==> src/rtl/wide_csr_pkg.sv <==
// Shared constants for the wide register file.
// Holds the bus width, the register base addresses and the field positions,
// plus constant functions that derive field masks and subword overlap from them.
// Assumes every register size is a whole number of bus subwords.
package wide_csr_pkg;

    localparam int BUS_W = 16;

    // Register base byte addresses and sizes in subwords
    localparam int CFG_BASE = 'h00;
    localparam int CFG_SUBS = 4;
    localparam int STS_BASE = 'h20;
    localparam int STS_SUBS = 2;
    localparam int MON_BASE = 'h28;
    localparam int MON_SUBS = 4;
    localparam int CNT_BASE = 'h30;
    localparam int CNT_SUBS = 1;

    // Field positions: least significant bit and width
    localparam int CFG_BYTE_LSB = 0;
    localparam int CFG_BYTE_W   = 8;
    localparam int CFG_MODE_LSB = 12;
    localparam int CFG_MODE_W   = 3;
    localparam int CFG_EN_LSB   = 36;
    localparam int CFG_THR_LSB  = 40;
    localparam int CFG_THR_W    = 8;
    localparam int ARM_LSB      = 3;
    localparam int STA_LSB      = 12;
    localparam int STA_W        = 8;
    localparam int STB_LSB      = 20;
    localparam int STB_W        = 11;
    localparam int MONA_LSB     = 12;
    localparam int MONA_W       = 20;
    localparam int MONB_LSB     = 48;
    localparam int MONB_W       = 2;
    localparam int CNT_W        = 8;

    typedef logic [BUS_W-1:0] subword_t;

    // Mask with WIDTH ones starting at bit LSB
    function automatic logic [63:0] span_mask(input int lsb, input int width);
        logic [63:0] m;
        m = '0;
        for (int i = 0; i < width; i++) m[lsb+i] = 1'b1;
        return m;
    endfunction

    // True when subword SUB overlaps the field [LSB +: WIDTH]
    function automatic bit sub_overlaps(input int sub, input int lsb, input int width);
        return (sub*BUS_W <= lsb+width-1) && (sub*BUS_W+BUS_W-1 >= lsb);
    endfunction

    localparam logic [63:0] CFG_MASK = span_mask(CFG_BYTE_LSB, CFG_BYTE_W)
                                     | span_mask(CFG_MODE_LSB, CFG_MODE_W)
                                     | span_mask(CFG_EN_LSB, 1)
                                     | span_mask(CFG_THR_LSB, CFG_THR_W);

endpackage

==> src/rtl/csr_region_hit.sv <==
// Address window decoder for one register.
// Takes the subword index of the address (byte address without bit 0) and
// reports whether it falls inside [BASE, BASE + 2*NSUB). It also gives the
// subword offset within the register.
// Assumes BASE is subword aligned.
module csr_region_hit #(
    parameter int ADDR_W = 8,
    parameter int BASE   = 0,
    parameter int NSUB   = 1,
    parameter int IDX_W  = 1
) (
    input  logic [ADDR_W-2:0] word_i,
    output logic              hit_o,
    output logic [IDX_W-1:0]  idx_o
);
    localparam logic [ADDR_W-2:0] FIRST = (ADDR_W-1)'(BASE / 2);
    localparam logic [ADDR_W-2:0] COUNT = (ADDR_W-1)'(NSUB);

    logic [ADDR_W-2:0] offset;

    // Offset from the window start; an address below the window wraps high and misses
    always_comb begin
        offset = word_i - FIRST;
        hit_o  = offset < COUNT;
        idx_o  = offset[IDX_W-1:0];
    end
endmodule

==> src/rtl/csr_subword_reg.sv <==
// Software-writable register written one bus subword at a time.
// A write to subword k loads only the bits of that slice that MASK marks as
// field bits. Bits outside any field stay zero and so read back as zero.
// Assumes REG_W is a multiple of BUS_W. Reset is synchronous, active low.
module csr_subword_reg #(
    parameter int          REG_W = 64,
    parameter int          BUS_W = 16,
    parameter int          IDX_W = 2,
    parameter logic [63:0] MASK  = '1
) (
    input  logic              clk,
    input  logic              rst_n,
    input  logic              wr_en_i,
    input  logic [IDX_W-1:0]  idx_i,
    input  logic [BUS_W-1:0]  wdata_i,
    output logic [REG_W-1:0]  q_o
);
    localparam int NSUB = REG_W / BUS_W;

    for (genvar k = 0; k < NSUB; k++) begin : g_sub
        localparam logic [BUS_W-1:0] SLICE_MASK = MASK[k*BUS_W +: BUS_W];

        // Load the field bits of slice k when that subword is written
        always_ff @(posedge clk) begin
            if (!rst_n) begin
                q_o[k*BUS_W +: BUS_W] <= '0;
            end else if (wr_en_i && idx_i == IDX_W'(k)) begin
                q_o[k*BUS_W +: BUS_W] <= wdata_i & SLICE_MASK;
            end
        end
    end
endmodule

==> src/rtl/csr_access_counter.sv <==
// Free-running access counter.
// Adds one for every cycle in which inc_i is high and wraps at 2^W.
// Software cannot load it. Reset is synchronous, active low.
module csr_access_counter #(
    parameter int W = 8
) (
    input  logic         clk,
    input  logic         rst_n,
    input  logic         inc_i,
    output logic [W-1:0] count_o
);
    // Count accesses, wrapping naturally
    always_ff @(posedge clk) begin
        if (!rst_n)     count_o <= '0;
        else if (inc_i) count_o <= count_o + W'(1);
    end
endmodule

==> src/rtl/wide_csr_file.sv <==
// Wide register file behind a 16-bit request/acknowledge bus.
// Decodes byte addresses into register and subword. It holds the writable
// configuration register and the write-only arm bit, captures the hardware
// status inputs each cycle, and counts software accesses to the monitor
// fields. One access per request; the acknowledge and read data follow one
// cycle later. Assumes single-cycle requests. Reset is synchronous, active low.
module wide_csr_file
    import wide_csr_pkg::*;
#(
    parameter int ADDR_W = 8
) (
    input  logic                  clk,
    input  logic                  rst_n,
    input  logic                  req_i,
    input  logic                  we_i,
    input  logic [ADDR_W-1:0]     addr_i,
    input  logic [BUS_W-1:0]      wdata_i,
    output logic                  ack_o,
    output logic [BUS_W-1:0]      rdata_o,
    output logic [CFG_BYTE_W-1:0] cfg_byte_o,
    output logic [CFG_MODE_W-1:0] cfg_mode_o,
    output logic                  cfg_en_o,
    output logic [CFG_THR_W-1:0]  cfg_thresh_o,
    output logic                  arm_o,
    input  logic [STA_W-1:0]      stat_a_i,
    input  logic [STB_W-1:0]      stat_b_i,
    input  logic [MONA_W-1:0]     mon_a_i,
    input  logic [MONB_W-1:0]     mon_b_i
);
    localparam int CFG_W = CFG_SUBS * BUS_W;
    localparam int STS_W = STS_SUBS * BUS_W;
    localparam int MON_W = MON_SUBS * BUS_W;

    logic [ADDR_W-2:0] word;
    logic              unused_addr_lsb;
    logic              hit_cfg, hit_sts, hit_mon, hit_cnt;
    logic [1:0]        idx_cfg, idx_mon;
    logic              idx_sts;
    logic              unused_cnt_idx;
    logic [CFG_W-1:0]  cfg_q;
    logic              arm_q;
    logic [STA_W-1:0]  sta_q;
    logic [STB_W-1:0]  stb_q;
    logic [MONA_W-1:0] mona_q;
    logic [MONB_W-1:0] monb_q;
    logic [STS_W-1:0]  sts_view;
    logic [MON_W-1:0]  mon_view;
    logic [CNT_W-1:0]  cnt_lo_q, cnt_hi_q;
    logic [MON_SUBS-1:0] touch_lo, touch_hi;
    logic              inc_lo, inc_hi;
    subword_t          rd_next;

    assign word            = addr_i[ADDR_W-1:1];
    assign unused_addr_lsb = addr_i[0];

    // ---------------- address decode ----------------
    csr_region_hit #(.ADDR_W(ADDR_W), .BASE(CFG_BASE), .NSUB(CFG_SUBS), .IDX_W(2)) u_hit_cfg (
        .word_i(word), .hit_o(hit_cfg), .idx_o(idx_cfg));
    csr_region_hit #(.ADDR_W(ADDR_W), .BASE(STS_BASE), .NSUB(STS_SUBS), .IDX_W(1)) u_hit_sts (
        .word_i(word), .hit_o(hit_sts), .idx_o(idx_sts));
    csr_region_hit #(.ADDR_W(ADDR_W), .BASE(MON_BASE), .NSUB(MON_SUBS), .IDX_W(2)) u_hit_mon (
        .word_i(word), .hit_o(hit_mon), .idx_o(idx_mon));
    csr_region_hit #(.ADDR_W(ADDR_W), .BASE(CNT_BASE), .NSUB(CNT_SUBS), .IDX_W(1)) u_hit_cnt (
        .word_i(word), .hit_o(hit_cnt), .idx_o(unused_cnt_idx));

    // ---------------- configuration register ----------------
    csr_subword_reg #(.REG_W(CFG_W), .BUS_W(BUS_W), .IDX_W(2), .MASK(CFG_MASK)) u_cfg (
        .clk(clk), .rst_n(rst_n),
        .wr_en_i(req_i && we_i && hit_cfg),
        .idx_i(idx_cfg), .wdata_i(wdata_i), .q_o(cfg_q));

    assign cfg_byte_o   = cfg_q[CFG_BYTE_LSB +: CFG_BYTE_W];
    assign cfg_mode_o   = cfg_q[CFG_MODE_LSB +: CFG_MODE_W];
    assign cfg_en_o     = cfg_q[CFG_EN_LSB];
    assign cfg_thresh_o = cfg_q[CFG_THR_LSB +: CFG_THR_W];

    // Write-only arm bit: stored from the status subword that holds it, never read back
    always_ff @(posedge clk) begin
        if (!rst_n) arm_q <= 1'b0;
        else if (req_i && we_i && hit_sts && idx_sts == 1'(ARM_LSB / BUS_W))
            arm_q <= wdata_i[ARM_LSB % BUS_W];
    end
    assign arm_o = arm_q;

    // Capture hardware-driven fields on every clock edge
    always_ff @(posedge clk) begin
        if (!rst_n) begin
            sta_q  <= '0;
            stb_q  <= '0;
            mona_q <= '0;
            monb_q <= '0;
        end else begin
            sta_q  <= stat_a_i;
            stb_q  <= stat_b_i;
            mona_q <= mon_a_i;
            monb_q <= mon_b_i;
        end
    end

    // Assemble the read views of the read-only registers from their fields
    always_comb begin
        sts_view = '0;
        sts_view[STA_LSB +: STA_W] = sta_q;
        sts_view[STB_LSB +: STB_W] = stb_q;
        mon_view = '0;
        mon_view[MONA_LSB +: MONA_W] = mona_q;
        mon_view[MONB_LSB +: MONB_W] = monb_q;
    end

    // ---------------- access counters ----------------
    for (genvar k = 0; k < MON_SUBS; k++) begin : g_touch
        assign touch_lo[k] = sub_overlaps(k, MONA_LSB, MONA_W);
        assign touch_hi[k] = sub_overlaps(k, MONB_LSB, MONB_W);
    end

    assign inc_lo = req_i && hit_mon && touch_lo[idx_mon];
    assign inc_hi = req_i && hit_mon && touch_hi[idx_mon];

    csr_access_counter #(.W(CNT_W)) u_cnt_lo (
        .clk(clk), .rst_n(rst_n), .inc_i(inc_lo), .count_o(cnt_lo_q));
    csr_access_counter #(.W(CNT_W)) u_cnt_hi (
        .clk(clk), .rst_n(rst_n), .inc_i(inc_hi), .count_o(cnt_hi_q));

    // ---------------- read path ----------------
    // Select the addressed subword; an unmapped address yields zero
    always_comb begin
        rd_next = '0;
        if (hit_cfg)      rd_next = cfg_q[int'(idx_cfg)*BUS_W +: BUS_W];
        else if (hit_sts) rd_next = sts_view[int'(idx_sts)*BUS_W +: BUS_W];
        else if (hit_mon) rd_next = mon_view[int'(idx_mon)*BUS_W +: BUS_W];
        else if (hit_cnt) rd_next = BUS_W'({cnt_hi_q, cnt_lo_q});
    end

    // Register the acknowledge and read data one cycle after the request
    always_ff @(posedge clk) begin
        if (!rst_n) begin
            ack_o   <= 1'b0;
            rdata_o <= '0;
        end else begin
            ack_o   <= req_i;
            rdata_o <= (req_i && !we_i) ? rd_next : '0;
        end
    end
endmodule

==> config.mk <==
export PLATFORM = sky130hd
export DESIGN_NAME = wide_csr_file
export DESIGN_NICKNAME = d
export VERILOG_FILES = /design/src/rtl/wide_csr_pkg.sv /design/src/rtl/csr_region_hit.sv /design/src/rtl/csr_subword_reg.sv /design/src/rtl/csr_access_counter.sv /design/src/rtl/wide_csr_file.sv
export SDC_FILE = /design/constraint.sdc
export NUM_CORES = 1
export LEC_CHECK = 0
export BUFFER_PORTS_ARGS = -buffer_cell sky130_fd_sc_hd__buf_4
export CORE_MARGIN = 2
export CORE_UTILIZATION = 37
export CTS_CLUSTER_DIAMETER = 80
export CTS_CLUSTER_SIZE = 8
export DETAILED_ROUTE_END_ITERATION = 7
export PLACE_DENSITY = 0.69
export SYNTH_ARGS = -nofsm -noshare
export SYNTH_HDL_FRONTEND = slang
export SYNTH_SLANG_ARGS = --single-unit
==> constraint.sdc <==
create_clock -name clk -period 2.3 [get_ports clk]
set_input_delay 0 -clock clk [delete_from_list [all_inputs] [get_ports clk]]
set_output_delay 0 -clock clk [all_outputs]
set_load 0.005 [all_outputs]
==> flow_summary.yaml <==
setup_path:
  cpPeakStageDelay_ns: 0.72
  path_cells: "buf_4 > inv_1 > ha_1 > and2_1 > o21ai_2 > nand4_1 > a2111oi_1"
  reg2reg_depth: 5
  path_class: "in -> reg"
  r2r_setup_slack_ns: 1.00
  worstPathArrival_ns: 2.02
  cp-end-kind: "register"
  cp-start-kind: "primary input"
  startpoint: "addr_i[6]"
  crit_slowest_cell: "o21ai_2"
  cp.depth: 7
  path_max_fanout: 20
  crit_family: "compound AO/OA/AOI/OAI gates"
  r2r-start: "u_cnt_lo.count_o[0]"
  cp.buffers_inverters: 2
  cp_data_required_time_ns: 2.52
global_route:
  track_usage_pct: 21.7
  grt_max_degree: 71
  grt_pass1_vias: 3876
  met3_usage_pct: 4.41
  use_met1_pct: 28.9
  grt_pass1_wl_um: 19800
  grt_antenna_before_repair: 0
  busiest_layer: "met2"
  grt_remaining_overflow: 0
  grt_use_met2_pct: 34.2
logic_synthesis:
  syn_area_um2: 4170
  ys_types: 42
  ys_async_sr_fraction_pct: 0
  yosysWarnings: 0
  synthCells: 432
  synth_top_flop_cell: "dfxtp_1"
  yosysSeqAreaShare_pct: 45.6
  synth-edff-count: 0
  synth_top_cell_by_area: "dfxtp_1"
  avgSynthCellArea_um2: 9.65
  yosysMostFrequentCell: "dfxtp_1"
  ys_ff_latch: 95
  synth_commonest_cells: "dfxtp_1, and2_1, mux2i_1, nand4_1"
  synthesis.nets: 506
  yosysTopAreaCellShare_pct: 45.6
  synthTopCellsByArea: "dfxtp_1, mux2i_1, and2_1, nand4_1, a21oi_1"
sta:
  rsz0062_at_grt: "no"
  min_period_ns: 1.80
  fmax_ghz: 0.556
  setup_violations: 0
  finalMaxSlewViolations: 0
  hold_slack_ns: 0.0814
  slew-limit-headroom_pct: 38.1
  fin_worst_skew_ns: 0.00564
  setup_tns_ns: 0
  hold_viol_final: 0
  worst_pin_slew_ns: 0.929
  min_period_over_period_pct: 78.3
placed_design:
  gp_congestion: 0.966
  io_buffers: 105
  hpwlAfterDp_um: 8470
  dpl_cell_area_um2: 5090
  place_inst: 659
floorplan:
  initial_core_util_pct: 38.1
  die_w_um: 110
  fp.coreArea_um2: 10900
  io_pins: 107
  die-area_um2: 12100
  dieHeight_um: 110
  rows: 38
finish:
  drive_gt1_share_pct: 27.0
  stdcell_count: 733
  nNetsFinal: 663
  fillers: 933
  diodes: 0
  syn_to_final_growth_pct: 44.0
  design_area_um2: 6010
pwr:
  swShare_pct: 22.2
  switchingPower_mw: 0.824
  p_comb_share_pct: 10.7
  finalPower_mw: 3.70
  power.density_nw_per_um2: 616
  clkPwrFrac_pct: 43.4
  p_leak_nw: 2.62
  pwr-share-seq_pct: 45.9
  ir_drop_mv: 0.302
  p_int_mw: 2.88
hold_path:
  worstHoldStart: "we_i"
  hp-class: "in -> reg"
  whs_path_depth: 4
cts:
  cts.clk_slew.worst_paths_ns: 0.06
  cts.sinks: 95
  htreeDepth: 3
  cts_tree: "done"
  root_buffer: "clkbuf_16"
  clockBufferDepth: 2
  clk_latency_ns: 0.34
  numCtsBuffers: 9
detailed_routing:
  final_antenna_net_count: 0
  first_pass_iters: 5
  vias: 3999
  vias_per_cell: 5.46
  wire_per_inst_um: 17.4
  wirelength_um: 12800
  first_iter_violations: 302
  drc_errors: 0
run:
  cap_violations: 0
outcome:
  status: "complete, no violations"
==> metrics by stage <==
stage	utilization, %	setup slack (ns)
finish	54.9	0.500
global route	54.9	0.308
detailed placement	46.6	0.202
floorplan	-	0.500
global placement	46.6	0.302
CTS	54.9	0.565
==> power by group through the flow <==
stage | Combinational [mW] | Sequential (mW) | Clock (mW)
after detailed placement | 0.308 | 1.74 | 0
after global routing | 0.426 | 1.70 | 1.70
after CTS | 0.388 | 1.70 | 1.63
final | 0.395 | 1.70 | 1.61
after global placement | 0.300 | 1.74 | 0
after floorplan | 0.159 | 1.73 | 0
==> registers in the layout, summed over array words and instances (netlist names), 2 cells and up <==
signal	count
u_cfg.q_o	20
mona_q	20
monb_q	2
stb_q	11
u_cnt_hi.count_o	8
u_cnt_lo.count_o	8
rdata_o	16
sta_q	8
==> path summary, 6_finish.rpt <==
path                                       endpoint
worst min-delay path                          arm_o
worst min register to register  u_cnt_lo.count_o[6]
worst max-delay path                     rdata_o[5]
worst max register to register  u_cnt_lo.count_o[6]
==> worst min-delay path, cell delays in order <==
cell and delay [ns]:
buf_4 0.12, nand2_1 0.06, o31ai_1 0.06, a21oi_1 0.14
==> layout by cell type, fill, tap and decap left out, drive strengths merged, types with 3 or more instances in the layout <==
cell type / n
nand4: 32
nand2: 27
nand3: 8
a211oi: 3
nor3: 4
mux2i: 34
a2111oi: 10
inv: 11
buf: 118
nor2: 26
dfxtp: 95
nor4: 5
dlygate4sd3: 59
mux2: 12
clkbuf: 11
a21oi: 27
and2: 45
a221oi: 11
ha: 5
a31oi: 3
and3: 3
nand2b: 15
xnor2: 3
==> routing by layer <==
metal	vias up	share of wire [%]
li1	1881	-
met4	0	2.8
met2	232	46
met1	1854	43
met3	32	8.6
met5	-	0
==> cell type report <==
| class | count | area [µm²] | area share (%) |
|---|---|---|---|
| clock buffer | 11 | 243 | 4.04 |
| clock inverter | 4 | 77.6 | 1.29 |
| inverter | 10 | 37.5 | 0.625 |
| multi-input combinational | 296 | 2090 | 34.9 |
| sequential | 95 | 1900 | 31.7 |
| tap | 140 | 175 | 2.92 |
| timing repair buffer | 177 | 1480 | 24.6 |
==> what timing repair did <==
action                    in CTS  in global routing
hold buffers                  59                  0
buffers inserted               0                  0
gates resized for setup        0                  0
hold endpoints to repair      63                  0
==> cell families (layout without fill, tap and decap cells) <==
| family | after synthesis | count (layout) | share of synthesized area (%) |
|---|---|---|---|
| AO/OA/AOI/OAI | 69 | 69 | 12.8 |
| XOR/XNOR | 3 | 3 | 0.630 |
| adder cells (fa/ha/maj) | 5 | 5 | 1.50 |
| buffers and inverters | 41 | 202 | 4.35 |
| flip-flops | 95 | 95 | 45.6 |
| multiplexers | 46 | 46 | 11.4 |
| AND/OR/NAND/NOR | 173 | 173 | 23.8 |
Power figures use the tool's default switching activity.
